**src/rtl/aud_start_pkg.sv**
```systemverilog
package aud_start_pkg;

    typedef enum logic [2:0] {
        ST_IDLE  = 3'd0,
        ST_ARM   = 3'd1,
        ST_HUNT  = 3'd2,
        ST_START = 3'd3,
        ST_RUN   = 3'd4
    } start_state_t;

    typedef enum logic [1:0] {
        STD_PHILIPS = 2'b00,
        STD_LEFT    = 2'b01,
        STD_RIGHT   = 2'b10,
        STD_PCM     = 2'b11
    } frame_std_t;

    // role bit 1 set means master; this block acts only for slave roles
    localparam int ROLE_MASTER_BIT = 1;

endpackage

```
**src/rtl/aud_sync_chain.sv**
```systemverilog
module aud_sync_chain #(
    parameter int WIDTH  = 2,
    parameter int STAGES = 2
) (
    input  logic             clk,
    input  logic             rst_n,
    input  logic [WIDTH-1:0] din,
    output logic [WIDTH-1:0] dout
);
    generate
        if (STAGES == 1) begin : g_single
            logic [WIDTH-1:0] stage_q;
            always_ff @(posedge clk or negedge rst_n) begin
                if (!rst_n) stage_q <= '0;
                else        stage_q <= din;
            end
            assign dout = stage_q;
        end else begin : g_multi
            logic [STAGES-1:0][WIDTH-1:0] stage_q;
            always_ff @(posedge clk or negedge rst_n) begin
                if (!rst_n) stage_q <= '0;
                else        stage_q <= {stage_q[STAGES-2:0], din};
            end
            assign dout = stage_q[STAGES-1];
        end
    endgenerate
endmodule

```
**src/rtl/aud_bclk_sampler.sv**
```systemverilog
module aud_bclk_sampler #(
    parameter int SYNC_STAGES = 2
) (
    input  logic clk,
    input  logic rst_n,
    input  logic sck_in,
    input  logic ws_in,
    output logic sck_rise,
    output logic ws_level
);
    logic [1:0] synced;
    logic       sck_prev_q;

    aud_sync_chain #(
        .WIDTH  (2),
        .STAGES (SYNC_STAGES)
    ) u_sync (
        .clk   (clk),
        .rst_n (rst_n),
        .din   ({sck_in, ws_in}),
        .dout  (synced)
    );

    always_ff @(posedge clk or negedge rst_n) begin
        if (!rst_n) sck_prev_q <= 1'b0;
        else        sck_prev_q <= synced[1];
    end

    assign sck_rise = synced[1] & ~sck_prev_q;
    assign ws_level = synced[0];

    // a bit-clock edge is reported for a single system cycle
    assert_rise_single_R8: assert property (@(posedge clk) disable iff (!rst_n)
        sck_rise |=> !sck_rise);

endmodule

```
**src/rtl/aud_start_fsm.sv**
```systemverilog
module aud_start_fsm
    import aud_start_pkg::*;
(
    input  logic       clk,
    input  logic       rst_n,
    input  logic       active,
    input  logic       async_en,
    input  frame_std_t std_sel,
    input  logic       sck_rise,
    input  logic       ws_level,
    output logic       start_pulse,
    output logic       running,
    output logic       first_chan
);
    start_state_t state_q, state_d;
    logic         ws_prev_q, ws_prev_d;
    logic         chan_q, chan_d;
    logic         edge_ok;

    always_comb begin
        if (std_sel == STD_PHILIPS) edge_ok = ws_prev_q & ~ws_level;
        else                        edge_ok = ~ws_prev_q & ws_level;
    end

    // state register
    always_ff @(posedge clk or negedge rst_n) begin
        if (!rst_n) begin
            state_q   <= ST_IDLE;
            ws_prev_q <= 1'b0;
            chan_q    <= 1'b0;
        end else begin
            state_q   <= state_d;
            ws_prev_q <= ws_prev_d;
            chan_q    <= chan_d;
        end
    end

    // next state
    always_comb begin
        state_d   = state_q;
        ws_prev_d = ws_prev_q;
        chan_d    = chan_q;
        unique case (state_q)
            ST_IDLE: begin
                chan_d = 1'b0;
                if (active) state_d = ST_ARM;
            end
            ST_ARM: begin
                if (sck_rise) begin
                    if (async_en) begin
                        state_d = ST_START;
                        chan_d  = ws_level;
                    end else begin
                        ws_prev_d = ws_level;
                        state_d   = ST_HUNT;
                    end
                end
            end
            ST_HUNT: begin
                if (sck_rise) begin
                    ws_prev_d = ws_level;
                    if (edge_ok) begin
                        state_d = ST_START;
                        chan_d  = ws_level;
                    end
                end
            end
            ST_START: begin
                if (sck_rise) state_d = ST_RUN;
            end
            ST_RUN: begin
                state_d = ST_RUN;
            end
            default: state_d = ST_IDLE;
        endcase
        if (!active) state_d = ST_IDLE;
    end

    // outputs
    always_comb begin
        start_pulse = (state_q == ST_START);
        running     = (state_q == ST_START) || (state_q == ST_RUN);
        first_chan  = chan_q;
    end

    assert_idle_when_inactive_R6: assert property (@(posedge clk) disable iff (!rst_n)
        !active |=> (state_q == ST_IDLE));

    assert_start_on_sample_R12: assert property (@(posedge clk) disable iff (!rst_n)
        $rose(start_pulse) |-> $past(sck_rise));

    assert_falling_qualifies_R2: assert property (@(posedge clk) disable iff (!rst_n)
        ($rose(start_pulse) && !$past(async_en) && ($past(std_sel) == STD_PHILIPS))
        |-> ($past(ws_prev_q) && !$past(ws_level)));

    assert_rising_qualifies_R3: assert property (@(posedge clk) disable iff (!rst_n)
        ($rose(start_pulse) && !$past(async_en) && ($past(std_sel) != STD_PHILIPS))
        |-> (!$past(ws_prev_q) && $past(ws_level)));

    assert_async_from_arm_R4: assert property (@(posedge clk) disable iff (!rst_n)
        ($rose(start_pulse) && ($past(state_q) == ST_ARM)) |-> $past(async_en));

    assert_strobe_one_bitclk_R8: assert property (@(posedge clk) disable iff (!rst_n)
        $fell(start_pulse) |-> ($past(sck_rise) || !$past(active)));

    assert_running_holds_R9: assert property (@(posedge clk) disable iff (!rst_n)
        (running && active) |=> running);

    assert_chan_stable_R10: assert property (@(posedge clk) disable iff (!rst_n)
        (running && active) |=> $stable(first_chan));

endmodule

```
**src/rtl/aud_slave_start_sync.sv**
```systemverilog
module aud_slave_start_sync
    import aud_start_pkg::*;
#(
    parameter int SYNC_STAGES = 2
) (
    input  logic       clk,
    input  logic       rst_n,
    input  logic       sck_in,
    input  logic       ws_in,
    input  logic       cfg_audio_mode,
    input  logic       cfg_enable,
    input  logic       cfg_async_start,
    input  logic [1:0] cfg_std,
    input  logic [1:0] cfg_role,
    input  logic       cfg_pcm_long,
    output logic       start_pulse,
    output logic       running,
    output logic       first_chan
);
    logic sck_rise;
    logic ws_level;
    logic active;
    logic [1:0] unused_cfg;

    // frame-sync length and the tx/rx role bit do not affect start timing
    assign unused_cfg = {cfg_pcm_long, cfg_role[0]};

    assign active = cfg_audio_mode & cfg_enable & ~cfg_role[ROLE_MASTER_BIT];

    aud_bclk_sampler #(
        .SYNC_STAGES (SYNC_STAGES)
    ) u_sampler (
        .clk      (clk),
        .rst_n    (rst_n),
        .sck_in   (sck_in),
        .ws_in    (ws_in),
        .sck_rise (sck_rise),
        .ws_level (ws_level)
    );

    aud_start_fsm u_fsm (
        .clk         (clk),
        .rst_n       (rst_n),
        .active      (active),
        .async_en    (cfg_async_start),
        .std_sel     (frame_std_t'(cfg_std)),
        .sck_rise    (sck_rise),
        .ws_level    (ws_level),
        .start_pulse (start_pulse),
        .running     (running),
        .first_chan  (first_chan)
    );

    assert_master_idle_R5: assert property (@(posedge clk) disable iff (!rst_n)
        cfg_role[ROLE_MASTER_BIT] |=> (!running && !start_pulse));

    assert_mode_off_idle_R6: assert property (@(posedge clk) disable iff (!rst_n)
        !(cfg_audio_mode && cfg_enable) |=> (!running && !start_pulse));

endmodule

```
**config.mk**
```make
export PLATFORM = sky130hd
export DESIGN_NAME = aud_slave_start_sync
export DESIGN_NICKNAME = d
export VERILOG_FILES = /design/src/rtl/aud_start_pkg.sv /design/src/rtl/aud_sync_chain.sv /design/src/rtl/aud_bclk_sampler.sv /design/src/rtl/aud_start_fsm.sv /design/src/rtl/aud_slave_start_sync.sv
export SDC_FILE = /design/constraint.sdc
export NUM_CORES = 1
export LEC_CHECK = 0
export BUFFER_PORTS_ARGS = -buffer_cell sky130_fd_sc_hd__buf_2
export CORE_MARGIN = 10
export CORE_UTILIZATION = 30
export CTS_CLUSTER_SIZE = 24
export DETAILED_ROUTE_END_ITERATION = 8
export SYNTH_ARGS = -nofsm -noshare
export SYNTH_HDL_FRONTEND = slang
export SYNTH_HIERARCHICAL = 1
export SYNTH_SLANG_ARGS = --single-unit
```
**constraint.sdc**
```tcl
create_clock -name clk -period 3.5 [get_ports clk]
set_input_delay 0.175 -clock clk [delete_from_list [all_inputs] [get_ports clk]]
set_output_delay 0.175 -clock clk [all_outputs]
set_load 0.03 [all_outputs]
```
==> out/metrics.cfg <==
[critical_path]
rrSetupSlack_ps = 1990
cp_data_arrival_time_ps = 1490
cp_max_fo = 6
rr_startpoint = u_sampler/u_sync/dout[0]$_DFF_PN0_
start_kind = flop
critPathRequiredTime_ps = 3320
r2r_end = u_fsm/first_chan$_DFFE_PN0P_
r2r.worst_path.cells = 4
crit_type = reg -> out
worstSetupEndpointType = output pin

[floorplanning]
core.rowCount = 14
ios = 15
die_area_um2 = 3710
die_x_um = 60.9
die_y_um = 60.9
core_area_um2 = 1540
start_util_pct = 32.6

[timing]
skew_ps = 1.30
fmax_mhz = 601
hold_slack_ps = 23.6
setup_viol = 0
rsz0062_at_grt = no
hold_viol_final = 0
finalMaxSlewViolations = 0
setup_tns_ps = 0
period_share_pct = 47.6
worstMarginPinSlew_ps = 295
period_minus_slack_ps = 1660
maxSlewHeadroom_pct = 80.3

[layout]
final_cell_mix = buf_2, dfrtp_1, nand2_1, nor2_1, clkbuf_4
layout-drive-gt1-share_pct = 32.8
nNetsFinal = 75
fillers = 157
final_cells = 77
layout.cells.most_common = buf_2
synthToLayoutAreaGrowth_pct = 19.9
antenna_cells = 0
final_cell_area_um2 = 603
final_util_pct = 39.1
multiInputGateArea_um2 = 223
seqCellArea_um2 = 250

[placed_design]
place_area_um2 = 561
dp.cells = 72
post-dp-hpwl_um = 770
io_buffers = 12
gp_congestion = 0.717

[route]
viasPerCell = 5.00
drtIter0Drc = 5
final_antenna_net_count = 0
drt_wl_total_um = 1000
drt-pass1-iter-count = 4
drc = 0
wl_per_cell_um = 13.0
vias = 385

[yosys]
synth_cells = 48
synth_seq_cells = 10
synth_top_family_by_area = simple AND/OR/NAND/NOR gates
netlist_area_um2 = 503
syn_area_per_cell_um2 = 10.5
synth_edf_count = 0
synth-compound-area-share_pct = 11.2
ys_warn_count = 6
ys_seq_area_share_pct = 49.8
synth-adder-area-share_pct = 0
synth-main-ff-cell = dfrtp_1
synthArstFlopShare_pct = 100
synth_xor_xnor_area_share_pct = 3.48
yosys.area_share.simple_pct = 22.6
yosysUniqueCellTypes = 29
synthMuxAreaShare_pct = 6.97
syn_nets = 60

[cts]
h-tree-depth = 1
clk-insertion-delay-late_ps = 250
clk_pin_slew_ps = 60
ctsResizeCount = 0
clk_path_buf_depth = 2
cts.sinks = 10
numCtsBuffers = 3
cts_tree = yes
hold_buffers = 1
post_cts_buffers = 0
root_buffer = clkbuf_4

[worst_hold_path]
hold_start = sck_in
hold_path_class = in -> reg
holdPathEnd = u_sampler/u_sync/g_multi.stage_q[1]$_DFF_PN0_
hold_path_depth = 1

[grt]
grt_pass1_vias = 397
grt-ovfl-total = 0
grt_max_degree = 11
antenna_found_initial = 0
grtUsageTotal_pct = 6.46
grt_pass1_wl_um = 1790

[power]
vdd_drop_max_v = 0.000247
pwr_density_cell_nw_per_um2 = 361
p_leak_nw = 0.288

[run_status]
status = finished clean

[run]
maxCapViolations = 0

[critical path, stage by stage (launching register included)]
cell and delay [ps]:
dfrtp_1 460, inv_2 90, or3_1 390, o21ai_1 80, buf_2 210
[registers in the layout (all words and copies together), names as in the netlist]
register and count:
u_fsm/ws_prev_q 1, u_fsm/state_q 3, u_fsm/first_chan 1, u_sampler/u_sync/g_multi.stage_q 2, u_sampler/u_sync/dout 2, u_sampler/sck_prev_q 1
[metrics by stage]
step	total power, mW	setup slack, ps
6_report	0.218	1840
5_1_grt	0.234	1740
4_1_cts	0.223	1830
3_5_place_dp	0.146	1990
3_3_place_gp	0.145	2000
2_1_floorplan	0.138	1950
[cell families after synthesis]
| kind of cell | count (synthesis) |
|---|---|
| mux | 3 |
| xor+xnor | 2 |
| buf+inv | 6 |
| compound gates | 8 |
| simple gates | 19 |
| flops | 10 |
[layer usage]
metal / vias to the layer above / wire (um) / GRT usage, % / share of wire [%]
met1: 179 / 440 / 7.11 / 44
met2: 13 / 421 / 8.15 / 42
met5: - / 0 / 0 / 0
met3: 2 / 110 / 4.38 / 11
met4: 0 / 27 / 5.64 / 2.7
li1: 191 / - / - / -
[power breakdown]
| group | internal, mW | total [mW] | switching (mW) | leakage (nW) |
|---|---|---|---|---|
| registers | 0.120 | 0.123 | 0.00299 | 0.127 |
| clock network | 0.0394 | 0.0725 | 0.0331 | 0.0138 |
| logic | 0.0119 | 0.0227 | 0.0108 | 0.147 |
[Yosys cell counts, types with 2 or more instances]
| cell | count | area share [%] |
|---|---|---|
| buf_4 | 2 | 3.0 |
| clkbuf_1 | 2 | 1.5 |
| dfrtp_1 | 10 | 50 |
| mux2i_1 | 2 | 4.0 |
| nand2_1 | 4 | 3.0 |
| nor2_1 | 4 | 3.0 |
| xnor2_1 | 2 | 3.5 |
[worst max-delay path by stage]
stage / from / endpoint
6_report: u_fsm/state_q[2]$_DFFE_PN0P_ / running
5_1_grt: u_fsm/state_q[2]$_DFFE_PN0P_ / running
4_1_cts: u_fsm/state_q[2]$_DFFE_PN0P_ / running
3_5_place_dp: u_sampler/u_sync/dout[0]$_DFF_PN0_ / u_fsm/first_chan$_DFFE_PN0P_
3_3_place_gp: u_sampler/u_sync/dout[0]$_DFF_PN0_ / u_fsm/first_chan$_DFFE_PN0P_
2_1_floorplan: u_sampler/u_sync/dout[0]$_DFF_PN0_ / u_fsm/first_chan$_DFFE_PN0P_
[final cells by class]
| type | count | share of cell area, % |
|---|---|---|
| Inverter | 2 | 1.24 |
| Timing Repair Buffer | 14 | 13.3 |
| Sequential cell | 10 | 41.5 |
| Multi-Input combinational cell | 32 | 36.9 |
| Clock buffer | 3 | 3.73 |
| Tap cell | 16 | 3.32 |
Power figures use the tool's default switching activity.
